--- src/rtl/padc_pkg.sv ---
package padc_pkg;

  localparam int BUS_W = 8;
  localparam int RES_W = 12;
  localparam int HI_W  = RES_W - BUS_W;
  localparam int CH_W  = 3;

  typedef enum logic [3:0] {
    ST_IDLE, ST_WR1, ST_ACQ, ST_WR2, ST_WAIT,
    ST_RDL, ST_GAP, ST_RDH, ST_DONE, ST_REST
  } padc_state_e;

  // bit order matches the converter's control byte decode
  typedef struct packed {
    logic [1:0]      pwr;
    logic            acq;
    logic            sgl;
    logic            uni;
    logic [CH_W-1:0] ch;
  } padc_ctl_t;

endpackage

--- src/rtl/padc_cnt.sv ---
module padc_cnt #(
  parameter int W = 8
) (
  input  logic         clk,
  input  logic         rst_n,
  input  logic         load,
  input  logic [W-1:0] load_val,
  input  logic         dec,
  output logic         zero
);
  logic [W-1:0] cnt_q, cnt_d;
  logic         cnt_en;

  always_comb begin
    cnt_en = 1'b0;
    cnt_d  = cnt_q;
    if (load) begin
      cnt_en = 1'b1;
      cnt_d  = load_val;
    end else if (dec && (cnt_q != '0)) begin
      cnt_en = 1'b1;
      cnt_d  = cnt_q - W'(1);
    end
  end

  always_ff @(posedge clk or negedge rst_n) begin
    if (!rst_n)      cnt_q <= '0;
    else if (cnt_en) cnt_q <= cnt_d;
  end

  assign zero = (cnt_q == '0);
endmodule

--- src/rtl/padc_sync.sv ---
module padc_sync #(
  parameter int   STAGES  = 2,
  parameter logic RST_VAL = 1'b1
) (
  input  logic clk,
  input  logic rst_n,
  input  logic d,
  output logic q
);
  logic [STAGES-1:0] chain_q;

  generate
    if (STAGES == 1) begin : g_one
      always_ff @(posedge clk or negedge rst_n) begin
        if (!rst_n) chain_q <= RST_VAL;
        else        chain_q <= d;
      end
    end else begin : g_many
      always_ff @(posedge clk or negedge rst_n) begin
        if (!rst_n) chain_q <= {STAGES{RST_VAL}};
        else        chain_q <= {chain_q[STAGES-2:0], d};
      end
    end
  endgenerate

  assign q = chain_q[STAGES-1];
endmodule

--- src/rtl/padc_rdata.sv ---
module padc_rdata
  import padc_pkg::*;
(
  input  logic             clk,
  input  logic             rst_n,
  input  logic             cap_lo,
  input  logic             cap_hi,
  input  logic [BUS_W-1:0] din,
  output logic [RES_W-1:0] result
);
  logic [BUS_W-1:0] lo_q;
  logic [HI_W-1:0]  hi_q;

  always_ff @(posedge clk or negedge rst_n) begin
    if (!rst_n)      lo_q <= '0;
    else if (cap_lo) lo_q <= din;
  end

  always_ff @(posedge clk or negedge rst_n) begin
    if (!rst_n)      hi_q <= '0;
    else if (cap_hi) hi_q <= din[HI_W-1:0];
  end

  assign result = {hi_q, lo_q};
endmodule

--- src/rtl/padc_seq.sv ---
module padc_seq
  import padc_pkg::*;
#(
  parameter int PH_W = 16
) (
  input  logic             clk,
  input  logic             rst_n,
  input  logic             req_valid,
  input  padc_ctl_t        req_ctl,
  input  logic [PH_W-1:0]  wr_len,
  input  logic [PH_W-1:0]  acq_len,
  input  logic [PH_W-1:0]  rd_len,
  input  logic             abort,
  input  logic             int_low,
  input  logic             ph_done,
  input  logic             to_done,
  input  logic             grd_done,
  output logic             ph_load,
  output logic [PH_W-1:0]  ph_val,
  output logic             cv_start,
  output logic             to_dec,
  output logic             req_ready,
  output logic             cs_n,
  output logic             wr_n,
  output logic             rd_n,
  output logic             hben,
  output logic             d_oe,
  output logic [BUS_W-1:0] d_out,
  output logic             cap_lo,
  output logic             cap_hi,
  output logic             res_valid,
  output logic             err_timeout
);
  padc_state_e st_q, st_d;
  padc_ctl_t   ctl_q;
  logic        ctl_en;
  logic        pend_q, pend_d;
  logic        err_q, err_d;
  logic        abort_any;
  logic        in_wr;

  function automatic logic [PH_W-1:0] len_m1(input logic [PH_W-1:0] v);
    return (v == '0) ? '0 : v - PH_W'(1);
  endfunction

  assign abort_any = abort | pend_q;

  always_comb begin
    st_d     = st_q;
    ctl_en   = 1'b0;
    ph_load  = 1'b0;
    ph_val   = '0;
    cv_start = 1'b0;
    err_d    = 1'b0;
    cap_lo   = 1'b0;
    cap_hi   = 1'b0;
    unique case (st_q)
      ST_IDLE: if (req_valid && grd_done) begin
        ctl_en  = 1'b1;
        st_d    = ST_WR1;
        ph_load = 1'b1;
        ph_val  = len_m1(wr_len);
      end
      ST_WR1: if (ph_done) begin
        if (!ctl_q.acq) begin
          st_d     = ST_WAIT;
          cv_start = 1'b1;
        end else if (abort_any) begin
          st_d = ST_REST;
        end else begin
          st_d    = ST_ACQ;
          ph_load = 1'b1;
          ph_val  = len_m1(acq_len);
        end
      end
      ST_ACQ: begin
        if (abort_any) st_d = ST_REST;
        else if (ph_done) begin
          st_d    = ST_WR2;
          ph_load = 1'b1;
          ph_val  = len_m1(wr_len);
        end
      end
      ST_WR2: if (ph_done) begin
        st_d     = ST_WAIT;
        cv_start = 1'b1;
      end
      ST_WAIT: begin
        if (abort_any) st_d = ST_REST;
        else if (int_low) begin
          st_d    = ST_RDL;
          ph_load = 1'b1;
          ph_val  = len_m1(rd_len);
        end else if (to_done) begin
          st_d  = ST_IDLE;
          err_d = 1'b1;
        end
      end
      ST_RDL: if (ph_done) begin
        cap_lo = 1'b1;
        st_d   = abort_any ? ST_REST : ST_GAP;
      end
      ST_GAP: begin
        if (abort_any) st_d = ST_REST;
        else begin
          st_d    = ST_RDH;
          ph_load = 1'b1;
          ph_val  = len_m1(rd_len);
        end
      end
      ST_RDH: if (ph_done) begin
        if (abort_any) st_d = ST_REST;
        else begin
          cap_hi = 1'b1;
          st_d   = ST_DONE;
        end
      end
      ST_DONE: st_d = ST_IDLE;
      ST_REST: if (grd_done) begin
        st_d    = ST_WR1;
        ph_load = 1'b1;
        ph_val  = len_m1(wr_len);
      end
      default: st_d = ST_IDLE;
    endcase
  end

  always_comb begin
    if (st_q == ST_IDLE || st_q == ST_DONE || st_q == ST_REST || st_d == ST_REST)
      pend_d = 1'b0;
    else
      pend_d = pend_q | abort;
  end

  always_ff @(posedge clk or negedge rst_n) begin
    if (!rst_n) begin
      st_q   <= ST_IDLE;
      pend_q <= 1'b0;
      err_q  <= 1'b0;
    end else begin
      st_q   <= st_d;
      pend_q <= pend_d;
      err_q  <= err_d;
    end
  end

  always_ff @(posedge clk or negedge rst_n) begin
    if (!rst_n)      ctl_q <= '0;
    else if (ctl_en) ctl_q <= req_ctl;
  end

  assign in_wr       = (st_q == ST_WR1) || (st_q == ST_WR2);
  assign wr_n        = ~in_wr;
  assign d_oe        = in_wr;
  assign d_out       = in_wr ? {ctl_q.pwr, (st_q == ST_WR1) & ctl_q.acq,
                                ctl_q.sgl, ctl_q.uni, ctl_q.ch} : '0;
  assign rd_n        = ~((st_q == ST_RDL) || (st_q == ST_RDH));
  assign hben        = (st_q == ST_GAP) || (st_q == ST_RDH);
  assign cs_n        = (st_q == ST_IDLE) || (st_q == ST_DONE);
  assign req_ready   = (st_q == ST_IDLE) && grd_done;
  assign res_valid   = (st_q == ST_DONE);
  assign err_timeout = err_q;
  assign to_dec      = (st_q == ST_WAIT);

  a_r6_no_overlap: assert property (@(posedge clk) disable iff (!rst_n)
    !(!wr_n && !rd_n));
  a_r6_strobe_needs_cs: assert property (@(posedge clk) disable iff (!rst_n)
    (!wr_n || !rd_n) |-> !cs_n);
  a_r5_guard_before_write: assert property (@(posedge clk) disable iff (!rst_n)
    $fell(wr_n) |-> grd_done);
  a_r7_valid_one_cycle: assert property (@(posedge clk) disable iff (!rst_n)
    res_valid |=> !res_valid);
  a_r7_hben_steady_in_read: assert property (@(posedge clk) disable iff (!rst_n)
    (!rd_n && $past(!rd_n)) |-> $stable(hben));
  a_r8_err_one_cycle: assert property (@(posedge clk) disable iff (!rst_n)
    err_timeout |=> !err_timeout);
  a_r8_err_no_result: assert property (@(posedge clk) disable iff (!rst_n)
    err_timeout |-> (cs_n && !res_valid));
  a_r10_ready_only_idle: assert property (@(posedge clk) disable iff (!rst_n)
    req_ready |-> cs_n);
  a_r1_oe_needs_cs: assert property (@(posedge clk) disable iff (!rst_n)
    d_oe |-> !cs_n);
endmodule

--- src/rtl/padc_host.sv ---
module padc_host
  import padc_pkg::*;
#(
  parameter int STRB_W = 8,
  parameter int ACQ_W  = 16,
  parameter int GRD_W  = 8,
  parameter int TMO_W  = 20,
  parameter int SYNC_N = 2
) (
  input  logic              clk,
  input  logic              rst_n,
  input  logic              req_valid,
  output logic              req_ready,
  input  logic [CH_W-1:0]   req_chan,
  input  logic              req_single,
  input  logic              req_unipolar,
  input  logic [1:0]        req_pwr,
  input  logic              req_ext_acq,
  input  logic [STRB_W-1:0] cfg_wr_len,
  input  logic [STRB_W-1:0] cfg_rd_len,
  input  logic [ACQ_W-1:0]  cfg_acq_len,
  input  logic [GRD_W-1:0]  cfg_guard,
  input  logic [TMO_W-1:0]  cfg_timeout,
  input  logic              abort,
  output logic              adc_cs_n,
  output logic              adc_wr_n,
  output logic              adc_rd_n,
  output logic              adc_hben,
  output logic              adc_d_oe,
  output logic [BUS_W-1:0]  adc_d_out,
  input  logic [BUS_W-1:0]  adc_d_in,
  input  logic              adc_int_n,
  output logic              res_valid,
  output logic [RES_W-1:0]  res_data,
  output logic              err_timeout
);
  localparam int PH_W = (ACQ_W > STRB_W) ? ACQ_W : STRB_W;

  padc_ctl_t       req_ctl;
  logic            int_s;
  logic            ph_load, ph_done;
  logic [PH_W-1:0] ph_val;
  logic            cv_start, to_dec, to_done, grd_done;
  logic            cap_lo, cap_hi;
  logic [TMO_W-1:0] tmo_m1;

  assign req_ctl = '{pwr: req_pwr, acq: req_ext_acq, sgl: req_single,
                     uni: req_unipolar, ch: req_chan};
  assign tmo_m1  = (cfg_timeout == '0) ? '0 : cfg_timeout - TMO_W'(1);

  padc_sync #(.STAGES(SYNC_N), .RST_VAL(1'b1)) u_int_sync (
    .clk(clk), .rst_n(rst_n), .d(adc_int_n), .q(int_s));

  padc_cnt #(.W(PH_W)) u_phase (
    .clk(clk), .rst_n(rst_n), .load(ph_load), .load_val(ph_val),
    .dec(1'b1), .zero(ph_done));

  padc_cnt #(.W(TMO_W)) u_tmo (
    .clk(clk), .rst_n(rst_n), .load(cv_start), .load_val(tmo_m1),
    .dec(to_dec), .zero(to_done));

  padc_cnt #(.W(GRD_W)) u_guard (
    .clk(clk), .rst_n(rst_n), .load(cv_start), .load_val(cfg_guard),
    .dec(1'b1), .zero(grd_done));

  padc_seq #(.PH_W(PH_W)) u_seq (
    .clk(clk), .rst_n(rst_n),
    .req_valid(req_valid), .req_ctl(req_ctl),
    .wr_len(PH_W'(cfg_wr_len)), .acq_len(PH_W'(cfg_acq_len)),
    .rd_len(PH_W'(cfg_rd_len)),
    .abort(abort), .int_low(~int_s),
    .ph_done(ph_done), .to_done(to_done), .grd_done(grd_done),
    .ph_load(ph_load), .ph_val(ph_val), .cv_start(cv_start), .to_dec(to_dec),
    .req_ready(req_ready), .cs_n(adc_cs_n), .wr_n(adc_wr_n), .rd_n(adc_rd_n),
    .hben(adc_hben), .d_oe(adc_d_oe), .d_out(adc_d_out),
    .cap_lo(cap_lo), .cap_hi(cap_hi), .res_valid(res_valid),
    .err_timeout(err_timeout));

  padc_rdata u_rdata (
    .clk(clk), .rst_n(rst_n), .cap_lo(cap_lo), .cap_hi(cap_hi),
    .din(adc_d_in), .result(res_data));

  a_r1_oe_matches_strobe: assert property (@(posedge clk) disable iff (!rst_n)
    adc_d_oe == !adc_wr_n);
endmodule

--- config.mk ---
export PLATFORM = sky130hd
export DESIGN_NAME = padc_host
export DESIGN_NICKNAME = d
export VERILOG_FILES = /design/src/rtl/padc_pkg.sv /design/src/rtl/padc_cnt.sv /design/src/rtl/padc_sync.sv /design/src/rtl/padc_rdata.sv /design/src/rtl/padc_seq.sv /design/src/rtl/padc_host.sv
export SDC_FILE = /design/constraint.sdc
export NUM_CORES = 1
export LEC_CHECK = 0
export CORE_MARGIN = 5
export CORE_UTILIZATION = 45
export CTS_CLUSTER_DIAMETER = 50
export CTS_CLUSTER_SIZE = 14
export DETAILED_ROUTE_END_ITERATION = 12
export PLACE_DENSITY = 0.71
export REMOVE_ABC_BUFFERS = 1
export SYNTH_ARGS = -nofsm -noshare
export SYNTH_HDL_FRONTEND = slang
export SYNTH_SLANG_ARGS = --single-unit
--- constraint.sdc ---
create_clock -name clk -period 5.8 [get_ports clk]
set_input_delay 0.58 -clock clk [delete_from_list [all_inputs] [get_ports clk]]
set_output_delay 0.58 -clock clk [all_outputs]
set_load 0.1 [all_outputs]
# --- Word-level counts from Yosys, hierarchy flattened ---
# Index checks and enable logic that the tools add are counted.
totals:
  ff_bits: 72
  latch_bits: 0
  mem_bits_rw: 0
  romBits: 0
  inputBits: 81
  out_inout_bits: 28
  elab_cells: 128
  mem_count: 0
classes:
  add_sub_neg: 7
  n_mul: 0
  div: 0
  n_lt_le_gt_ge: 0
  eq_ne: 10
  shifts: 0
  mux: 67
  bitwise_logic: 4
  n_reduce_logical: 26
op_table:
  columns: ["cell", "count"]
  rows:
  - ["16-bit 2-to-1 mux", 15]
  - ["16-bit one-hot mux with 6 select lines", 1]
  - ["16-bit zero test", 4]
  - ["20-bit 2-to-1 mux", 3]
  - ["4-bit 2-to-1 mux", 15]
  - ["20-bit zero test", 2]
  - ["20-bit by 1-bit subtractor with 20-bit output, second input constant", 2]
  - ["4-bit one-hot mux with 9 select lines", 1]
  - ["16-bit by 1-bit subtractor with 16-bit output, second input constant", 2]
  - ["1-bit 2-to-1 mux", 27]
  - ["8-bit 2-to-1 mux", 3]
  - ["20-bit nonzero test", 1]
  - ["8-bit by 1-bit subtractor with 9-bit output, second input constant", 2]
  - ["4-bit by 3-bit equality test with 1-bit output, second input constant", 4]
  - ["16-bit nonzero test", 1]
  - ["4-bit equality test, second input constant", 3]
  - ["4-bit by 2-bit equality test with 1-bit output, second input constant", 2]
  - ["8-bit zero test", 1]
  - ["8-bit nonzero test", 1]
  - ["8-bit by 1-bit subtractor with 8-bit output, second input constant", 1]
  - ["1-bit logical OR", 6]
  - ["1-bit one-hot mux with 6 select lines", 1]
  - ["2-bit AND reduction", 3]
  - ["2-bit nonzero test", 3]
  - ["other kinds (7)", 10]

# --- Longest topological paths before layout ---
# Gate-level depths: netlist of run 1.
depth:
  word_depth: 8
  depth_mapped: 9
  depth_no_buf: 7

# --- Modules after synthesis ---
# A second synthesis of run 1 with hierarchy kept.
unflattened:
  cells_unflattened: 708
  hier_area_um2: 6068.3
by_module_without_submodules:
  columns: ["mod", "instances", "cells_per_inst", "area_per_inst_um2", "seq_area_each_um2"]
  rows:
  - ["padc_seq", 1, 261, 2060.7, 350.3]
  - ["padc_cnt at u_tmo", 1, 157, 1342.5, 500.5]
  - ["padc_cnt at u_phase", 1, 111, 1029.7, 400.4]
  - ["padc_cnt at u_guard", 1, 68, 586.8, 200.2]
  - ["padc_host", 1, 84, 519.2, 0.0]
  - ["padc_rdata", 1, 25, 476.7, 300.3]
  - ["padc_sync", 1, 2, 52.6, 52.6]

# --- Worst setup path before layout of run 1 ---
# OpenSTA, ideal clock, no wires.
synth_path:
  kind: "reg-to-output"
  from: "reg u_seq.st_q[2]"
  to: "out adc_d_out[5]"
  t_arrival_ns: 2.612
  t_required_ns: 5.220
  path_slack_ns: 2.608
  path_stages_with_launch: 5
  path_buffers: 1
  cell_sequence: "dfrtp_1 > buf_2 > nor3b_1 > inv_1 > nor2_1"
synth_between:
  elab_chain_len: 3
  word_cells_on_any_way: 5
  classes_between: "eq/ne (2); mux (1); bitwise (1); reduce/logical (1)"
synth_rtl:
  columns: ["element", "line", "text"]
  rows:
  - ["start: declaration", "padc_seq.sv:34", "padc_state_e st_q, st_d;"]
  - ["start signal: assignment", "padc_seq.sv:141", "st_q <= st_d;"]
  - ["4-bit by 1-bit equality test with 1-bit output or 4-bit by 2-bit equality test with 1-bit output (tied branches)", "padc_seq.sv:152, padc_seq.sv:155", null]
  - ["1-bit bitwise AND or 1-bit logical OR (tied branches)", "padc_seq.sv:155, padc_seq.sv:152", null]
  - ["8-bit 2-to-1 mux (*)", "padc_seq.sv:155", "assign d_out = in_wr ? {ctl_q.pwr, (st_q == ST_WR1) & ctl_q.acq,"]
  - ["end: declaration", "padc_host.sv:30", "output logic [BUS_W-1:0] adc_d_out,"]
# Mark *: on every way between the ends. The rest lies on a longest branch, timed or not.

# --- Worst setup path after layout of run 1 ---
layout_path:
  from: "reg u_seq.st_q[0]"
  to: "out adc_d_out[5]"
# The elaborated chain is that of the path after synthesis.

==> results.yml, run 1 <==
final_layout:
  drive_above_1_share_pct: 10.5
  nets: 767
  area_growth_pct: 26.9
  fillers: 1019
  n_antenna_cell: 0
timing:
  skew_ps: 7.99
  rsz0062_at_grt: "false"
  drv_slew: 0
  tightest_slew_ps: 1010
  relSlewSlack_pct: 32.6
  post-route-min-period_ps: 4030
  setup_violations: 0
  fmax_mhz: 248
  fin_crit_sh_pct: 69.5
  setup_tns_ps: 0
  hold_violations: 0
clock_network:
  path_clk_slew_ps: 60
  clkSinkCount: 72
  cts_resized: 0
  numCtsBuffers: 9
  cts_tree: "built"
  cts_setup_buffers: 0
  root_buffer: "clkbuf_16"
  ctsHoldBuffers: 0
  cts.htree.levels: 3
  clk_latency_ps: 340
  clk_path_buf_depth: 2
setup_path:
  critPathCaptureType: "primary output"
  startpoint: "u_seq.st_q[0]$_DFF_PN0_"
  r2r-end: "u_phase.cnt_q[0]$_DFFE_PN0P_"
  cp_top_family: "buffers and inverters"
  cp_max_fo: 14
  max_stage_delay_ps: 1190
  cp.depth: 4
  crit_arrival_ps: 3450
  worstSetupPathType: "flop to primary output"
  crit_buf_inv: 2
  worstPathRequired_ps: 5220
  slowest_stage: "clkdlybuf4s50_1"
  reg2reg_slack_ps: 2500
  rr_startpoint: "u_seq.st_q[0]$_DFF_PN0_"
  r2r_cells: 6
  worstPathCellList: "nor3b_1 > inv_1 > nor2_1 > clkdlybuf4s50_1"
  endpoint: "adc_d_out[5]"
  start_kind: "flop"
die:
  initial_core_util_pct: 46.2
  ioPinCount: 109
  rows: 39
  fp.dieW_um: 119
  dieHeight_um: 119
  die_area_um2: 14100
  core_um2: 11500
synthesis:
  synth_ff_type: "dfrtp_1"
  synth-edff-count: 0
  synthArstFlopShare_pct: 100
  ys_types: 80
  synth.area.top_cells: "dfrtp_1 (33%), xnor2_1 (6.3%), xor2_1 (4.6%), nor2_1 (3.7%), mux2_2 (3.0%)"
  synth_top_area_share_pct: 32.9
  synth_top_area_cell: "dfrtp_1"
  avgSynthCellArea_um2: 9.30
  ys_warn_count: 0
  synth_seq_cells: 72
  syn_area_um2: 5320
  syn_inst: 572
  synth.most_common_cell: "dfrtp_1"
  synth_top_cells_by_count: "dfrtp_1 (70), nor2_1 (52), nand2_1 (42)"
  ys_seq_area_share_pct: 33.9
place:
  hpwl_mm: 10.7
  portBuffers: 108
  routabilityCongestion: 0.934
drt:
  post_drt_wl_per_cell_um: 17.0
  drtIter0Drc: 273
  antenna_left: 0
  post-route-drc-count: 0
  viasPerCell: 5.82
  finalWirelength_mm: 14.0
  vias: 4782
  first_pass_iters: 5
global_routing:
  grt_pass1_vias: 4796
  met3_usage_pct: 3.10
  grt_overflow_total: 0
  grt_pass1_wl_mm: 23.5
  grtUsageTotal_pct: 19.9
  grt-busiest-layer: "met2"
  antenna_found_initial: 0
  use_met1_pct: 27.2
  grt_max_degree: 73
  use_met2_pct: 32.5
job:
  drv_cap: 0
power_and_ir_drop:
  leakagePower_uw: 0.00252
  p_total_uw: 1760
  p_per_area_nw_per_um2: 260
  ir_drop_uv: 209
worst_hold_path:
  hold_class: "flop to flop"
run_status:
  status: "finished, final reports clean"
==> flip-flops by register name (all words and copies together) (netlist names) <==
name and cells:
u_rdata.hi_q 4, u_seq.st_q 4, u_int_sync.chain_q 2, u_seq.err_timeout 1
u_seq.pend_q 1, u_guard.cnt_q 8, u_tmo.cnt_q 20, u_seq.ctl_q 8
u_phase.cnt_q 16, u_rdata.lo_q 8
==> stage by stage <==
step	hold WS, ps	std cells	area (um2)	util [%]	setup slack, ps
after detailed placement	354	806	6470	56.2	2090
final	362	822	6750	58.6	1770
after global placement	349	806	6470	56.2	2290
after floorplan	284	554	5200	-	-1140
after global routing	359	822	6750	58.6	1430
after CTS	361	822	6750	58.6	1720
==> logic make-up after synthesis <==
| logic type | share of synthesized area [%] |
|---|---|
| adders and majority gates | 2.82 |
| buffers and inverters | 3.34 |
| and+or+nand+nor | 28.8 |
| DFF | 33.9 |
| xor gates and xnor gates | 10.9 |
| muxes | 6.92 |
| AOI/OAI and AO/OA | 13.3 |
==> worst min path at each step <==
stage	endpoint	cells past startpoint	slack [ps]	from
4_1_cts	u_int_sync.chain_q[1]$_DFF_PN1_	0	360	u_int_sync.chain_q[0]$_DFF_PN1_
3_3_place_gp	u_int_sync.chain_q[1]$_DFF_PN1_	0	350	u_int_sync.chain_q[0]$_DFF_PN1_
6_report	u_int_sync.chain_q[1]$_DFF_PN1_	0	360	u_int_sync.chain_q[0]$_DFF_PN1_
5_1_grt	u_int_sync.chain_q[1]$_DFF_PN1_	0	360	u_int_sync.chain_q[0]$_DFF_PN1_
2_1_floorplan	u_guard.cnt_q[0]$_DFFE_PN0P_	0	280	rst_n
3_5_place_dp	u_int_sync.chain_q[1]$_DFF_PN1_	0	350	u_int_sync.chain_q[0]$_DFF_PN1_
==> metal layers <==
metal,share of wire (%),wire length [um],up-vias
met5,0,0,-
met4,1.4,195,0
met3,4.3,595,19
met2,49,6780,143
met1,46,6380,2293
li1,-,-,2327
==> power breakdown <==
group,internal (uW),leakage (uW),switching [uW]
clock,302,0.000135,227
sequential,591,0.000801,108
combinational,229,0.00159,299
total,1120,0.00252,634
==> final cells by class <==
type	count	area [um2]	area share, %
inverters	17	63.8	0.945
well taps	143	179	2.65
clock buffers	10	239	3.54
multi-input cells	465	3340	49.4
flip-flops and latches	72	1800	26.7
repair buffers	109	1080	16.1
clock inverters	6	42.5	0.630
==> cell usage in the layout (no fill, tap or decap), types with 15 or more instances in the layout <==
cell / n
clkdlybuf4s50_1: 107
dfrtp_1: 70
nor2_1: 52
nand2_1: 42
xnor2_1: 38
xor2_1: 28
nor3_1: 24
o22ai_1: 22
nand3_1: 18
inv_1: 17
nor4_1: 17
a21oi_1: 15
==> worst reg2reg max path, stage by stage (launching register included) <==
cell	delay (ps)
dfrtp_1	630
nor3b_1	870
inv_1	180
nor3_1	650
o21a_1	310
nor2_1	220
mux2_2	330
No activity file was read; power rests on OpenSTA's default activity.
==> run 2, diff against run 1 <==
- PLACE_DENSITY: 0.71 -> 0.74
- clock period: 5.8 -> 3.5 ns (I/O delays scaled with it)
==> results.yml, run 2 (same netlist as run 1, synthesis figures left out) <==
timing:
  tightest_slew_ps: 979
  hold_ws_ps: 229
  rsz0062_at_grt: "false"
  fin_crit_sh_pct: 80.4
  skew_ps: 8.01
  fin_ws_ps: 685
  relSlewSlack_pct: 34.5
  fmax_mhz: 355
  post-route-min-period_ps: 2820
  hold_violations: 0
  drv_slew: 0
  setup_violations: 0
setup_path:
  cp_top_family: "simple AND/OR/NAND/NOR gates"
  cp_max_fo: 8
  start_kind: "flop"
  crit_buf_inv: 2
  critPathCaptureType: "primary output"
  worstPathRequired_ps: 3150
  max_stage_delay_ps: 470
  reg2reg_slack_ps: 840
  slowest_stage: "or3b_2"
  worstPathCellList: "inv_1 > ha_1 > or3b_2 > nor2_2 > and3_1 > buf_4"
  crit_arrival_ps: 2470
  worstSetupPathType: "flop to primary output"
power_and_ir_drop:
  swShare_pct: 34.5
  clock_power_share_pct: 32.4
  p_total_uw: 3030
  power_frac_comb_pct: 29.1
  p_per_area_nw_per_um2: 445
  internal_power_uw: 1990
  ir_drop_uv: 332
  power.switching_uw: 1050
  pwr-share-seq_pct: 38.5
  leakagePower_uw: 0.00261
final_layout:
  seqCellArea_um2: 1800
  nets: 773
  n_antenna_cell: 0
  multiInputGateArea_um2: 3340
  final_cell_mix: "clkdlybuf4s50_1 (92), dfrtp_1 (70), nor2_1 (52)"
  fin_util_pct: 59.1
  regMostFlops: "u_tmo.cnt_q"
  largest_reg_flops: 20
  final_common_cell: "clkdlybuf4s50_1"
  fillers: 1001
  largestRegisters: "u_tmo.cnt_q (20), u_phase.cnt_q (16)"
  drive_above_1_share_pct: 13.4
  finalInstanceArea_um2: 6810
  area_growth_pct: 28.0
drt:
  wl_met3_um: 825
  drtIter0Drc: 390
  vias: 4891
  viasPerCell: 5.91
  post-route-drc-count: 0
  wl_met2_mm: 6.99
  wl_met1_mm: 6.16
  first_pass_iters: 7
  antenna_left: 0
  highest_layer: "met4"
  post_drt_wl_per_cell_um: 17.1
  finalWirelength_mm: 14.2
global_routing:
  grt_pass1_wl_mm: 24.3
  grt_overflow_total: 0
  antenna_found_initial: 0
  grt_pass1_vias: 4972
  grtUsageTotal_pct: 20.3
  grt_max_degree: 73
clock_network:
  cts_tree: "built"
  path_clk_slew_ps: 60
  root_buffer: "clkbuf_16"
  ctsHoldBuffers: 0
  clkSinkCount: 72
  cts_setup_buffers: 0
  clk_latency_ps: 330
  cts.htree.levels: 3
  cts_resized: 0
  clk_path_buf_depth: 2
  numCtsBuffers: 9
run_status:
  status: "finished, final reports clean"
place:
  portBuffers: 108
  place_area_um2: 6490
  routabilityCongestion: 0.902
  hpwl_mm: 10.9
  place_ws_ps: 672
die:
  fp.dieW_um: 119
  ioPinCount: 109
  dieHeight_um: 119
  die_area_um2: 14100
  rows: 39
  initial_core_util_pct: 46.2
  core_um2: 11500
worst_hold_path:
  hold_class: "input pin to asynchronous set/reset pin"
job:
  drv_cap: 0
-- run 2: cell count changes in the layout (fill, tap and decap cells not counted), sizes merged --
cell and change:
buf +21, clkdlybuf4s50 -15, clkbuf -1, clkinv +2
clkinvlp -2, bufinv +2, inv -1
-- run 2: power by group through the flow --
stage	clock (uW)	combinational, uW	sequential [uW]
2_1_floorplan	0	568	1170
3_3_place_gp	0	866	1170
3_5_place_dp	0	881	1180
4_1_cts	1000	887	1160
5_1_grt	1040	955	1190
6_report	981	883	1170
-- run 2: worst paths after layout --
| kind | from | to | cells past startpoint |
|---|---|---|---|
| setup / recovery | u_guard.cnt_q[0]$_DFFE_PN0P_ | req_ready | 6 |
| hold / removal | rst_n | u_rdata.lo_q[6]$_DFFE_PN0P_ | 2 |
| setup reg to reg | u_phase.cnt_q[7]$_DFFE_PN0P_ | u_phase.cnt_q[15]$_DFFE_PN0P_ | 6 |
| hold reg to reg | u_int_sync.chain_q[0]$_DFF_PN1_ | u_int_sync.chain_q[1]$_DFF_PN1_ | 0 |
| max in group asynchronous | rst_n | u_phase.cnt_q[5]$_DFFE_PN0P_ | 2 |
| min in group clk | u_int_sync.chain_q[0]$_DFF_PN1_ | u_int_sync.chain_q[1]$_DFF_PN1_ | 0 |
-- run 2: cell type report --
class | instances | area share (%)
clock buffer | 9 | 3.31
clock inverter | 7 | 1.41
inverter | 17 | 0.937
multi-input combinational | 465 | 49.0
sequential | 72 | 26.5
tap | 143 | 2.63
timing repair buffer | 115 | 16.2
-- run 2: stage by stage --
step	std cells	setup TNS (ps)
global route	828	0
global placement	812	0
floorplan	554	-93220
finish	828	0
CTS	828	0
detailed placement	812	0
-- run 2: worst register-to-register path, delay by kind of cell, from the launching register on --
family	cells	cell delay [ps]
and+or+nand+nor	3	1550
buffers and inverters	1	240
DFF	1	440
AOI/OAI and AO/OA	2	350
-- run 2: per-layer routing --
layer,up-vias,global-route usage [%]
met5,-,0
met4,0,5.21
met3,19,3.53
met2,188,34.2
met1,2343,27.0
li1,2341,-
==> run 3, diff against run 2 <==
- PLACE_DENSITY: 0.74 -> 0.71
- clock period: 3.5 -> 2.75 ns (I/O delays scaled with it)
==> results.yml, run 3 (same netlist as run 1, synthesis figures left out) <==
clock_network:
  cts.htree.levels: 3
  numCtsBuffers: 9
  root_buffer: "clkbuf_16"
  cts_tree: "built"
  clk_path_buf_depth: 2
  clkSinkCount: 72
  path_clk_slew_ps: 60
  clk_latency_ps: 330
final_layout:
  regMostFlops: "u_tmo.cnt_q"
  final_cell_mix: "clkdlybuf4s50_1 (79), dfrtp_1 (70), nor2_1 (52)"
  drive_above_1_share_pct: 17.3
  nets: 793
  largest_reg_flops: 20
  largestRegisters: "u_tmo.cnt_q (20), u_phase.cnt_q (16)"
  n_antenna_cell: 0
  fin_util_pct: 61.2
  area_growth_pct: 32.6
  final_common_cell: "clkdlybuf4s50_1"
power_and_ir_drop:
  ir_drop_uv: 510
  p_total_uw: 3830
  leakagePower_uw: 0.00275
  p_per_area_nw_per_um2: 543
drt:
  first_pass_iters: 5
  antenna_left: 0
  viasPerCell: 5.70
  finalWirelength_mm: 13.9
  post-route-drc-count: 0
  post_drt_wl_per_cell_um: 16.4
  vias: 4835
  drtIter0Drc: 338
place:
  portBuffers: 108
  routabilityCongestion: 0.920
  hpwl_mm: 11.0
global_routing:
  grt_max_degree: 45
  grt_overflow_total: 0
  antenna_found_initial: 0
  grtUsageTotal_pct: 20.1
  grt_pass1_vias: 4989
  grt_pass1_wl_mm: 23.7
timing:
  skew_ps: 6.43
  post-route-min-period_ps: 2550
  relSlewSlack_pct: 55.6
  drv_slew: 0
  fmax_mhz: 392
  setup_tns_ps: 0
  tightest_slew_ps: 666
  rsz0062_at_grt: "false"
  hold_ws_ps: 358
  setup_violations: 0
  hold_violations: 0
  fin_crit_sh_pct: 92.7
die:
  dieHeight_um: 119
  core_um2: 11500
  die_area_um2: 14100
  fp.dieW_um: 119
  ioPinCount: 109
  initial_core_util_pct: 46.2
  rows: 39
worst_hold_path:
  whs_path_depth: 0
  hold_class: "flop to flop"
job:
  drv_cap: 0
setup_path:
  start_kind: "flop"
  worstPathRequired_ps: 2480
  crit_arrival_ps: 2270
  critPathCaptureType: "primary output"
  cp_max_fo: 8
  worstSetupPathType: "flop to primary output"
  r2r_cells: 6
run_status:
  status: "finished, final reports clean"
==> run 3: cell count changes in the layout (fill, tap and decap cells not counted), moves of 2 or more <==
cell | before | now
clkbuf_8 | 0 | 2
clkbuf_1 | 0 | 2
clkinv_4 | 3 | 0
clkdlybuf4s50_1 | 92 | 79
buf_4 | 21 | 42
buf_12 | 1 | 12
==> run 3: through the flow <==
step / std cells / setup WS [ps] / cell area [um2]
final: 848 / 201 / 7050
after global routing: 848 / 88.9 / 7050
after global placement: 831 / 355 / 6740
after floorplan: 554 / -4140 / 5200
after detailed placement: 831 / 307 / 6740
after CTS: 848 / 83.5 / 7050
==> run 3: worst paths after layout <==
check / slack, ps / to / start
min reg2reg: 360 / u_int_sync.chain_q[1]$_DFF_PN1_ / u_int_sync.chain_q[0]$_DFF_PN1_
min in group asynchronous: 510 / u_rdata.lo_q[7]$_DFFE_PN0P_ / rst_n
min: 360 / u_int_sync.chain_q[1]$_DFF_PN1_ / u_int_sync.chain_q[0]$_DFF_PN1_
max: 200 / req_ready / u_guard.cnt_q[0]$_DFFE_PN0P_
max in group asynchronous: 1520 / u_int_sync.chain_q[0]$_DFF_PN1_ / rst_n
max reg2reg: 340 / u_rdata.lo_q[6]$_DFFE_PN0P_ / u_phase.cnt_q[0]$_DFFE_PN0P_
==> run 3: repair_timing <==
| action | 4_1_cts | 5_1_grt |
|---|---|---|
| hold buffers | 1 | 0 |
| setup buffers | 0 | 0 |
| gates resized for setup | 0 | 1 |
| endpoints found under the hold margin | 28 | 0 |
| endpoints found under the setup margin | 0 | 1 |
==> run 3: area by class of cell <==
type	count	area (um2)
clock buffers	13	260
clock inverters	3	40.0
fillers	974	4470
inverters	17	63.8
multi-input cells	465	3340
flip-flops and latches	72	1800
well taps	143	179
repair buffers	135	1360
==> run 3: layer usage <==
| metal | global-route usage (%) | wire [um] | vias up |
|---|---|---|---|
| li1 | - | - | 2380 |
| met1 | 27.1 | 6250 | 2291 |
| met4 | 5.79 | 245 | 0 |
| met3 | 3.63 | 631 | 16 |
| met2 | 33.0 | 6790 | 148 |
| met5 | 0 | 0 | - |
==> run 3: critical path: stages (launching register included) <==
cell and delay [ps]:
dfrtp_1 400, inv_1 130, ha_1 200, or3b_2 500, nor2_4 230, and3_1 290, buf_12 200
==> run 3: report_power, final <==
part           leakage, uW  internal (uW)  switching [uW]  total [uW]
sequential        0.000801           1250             239        1490
clock             0.000150            748             414        1160
combinational      0.00180            538             641        1180
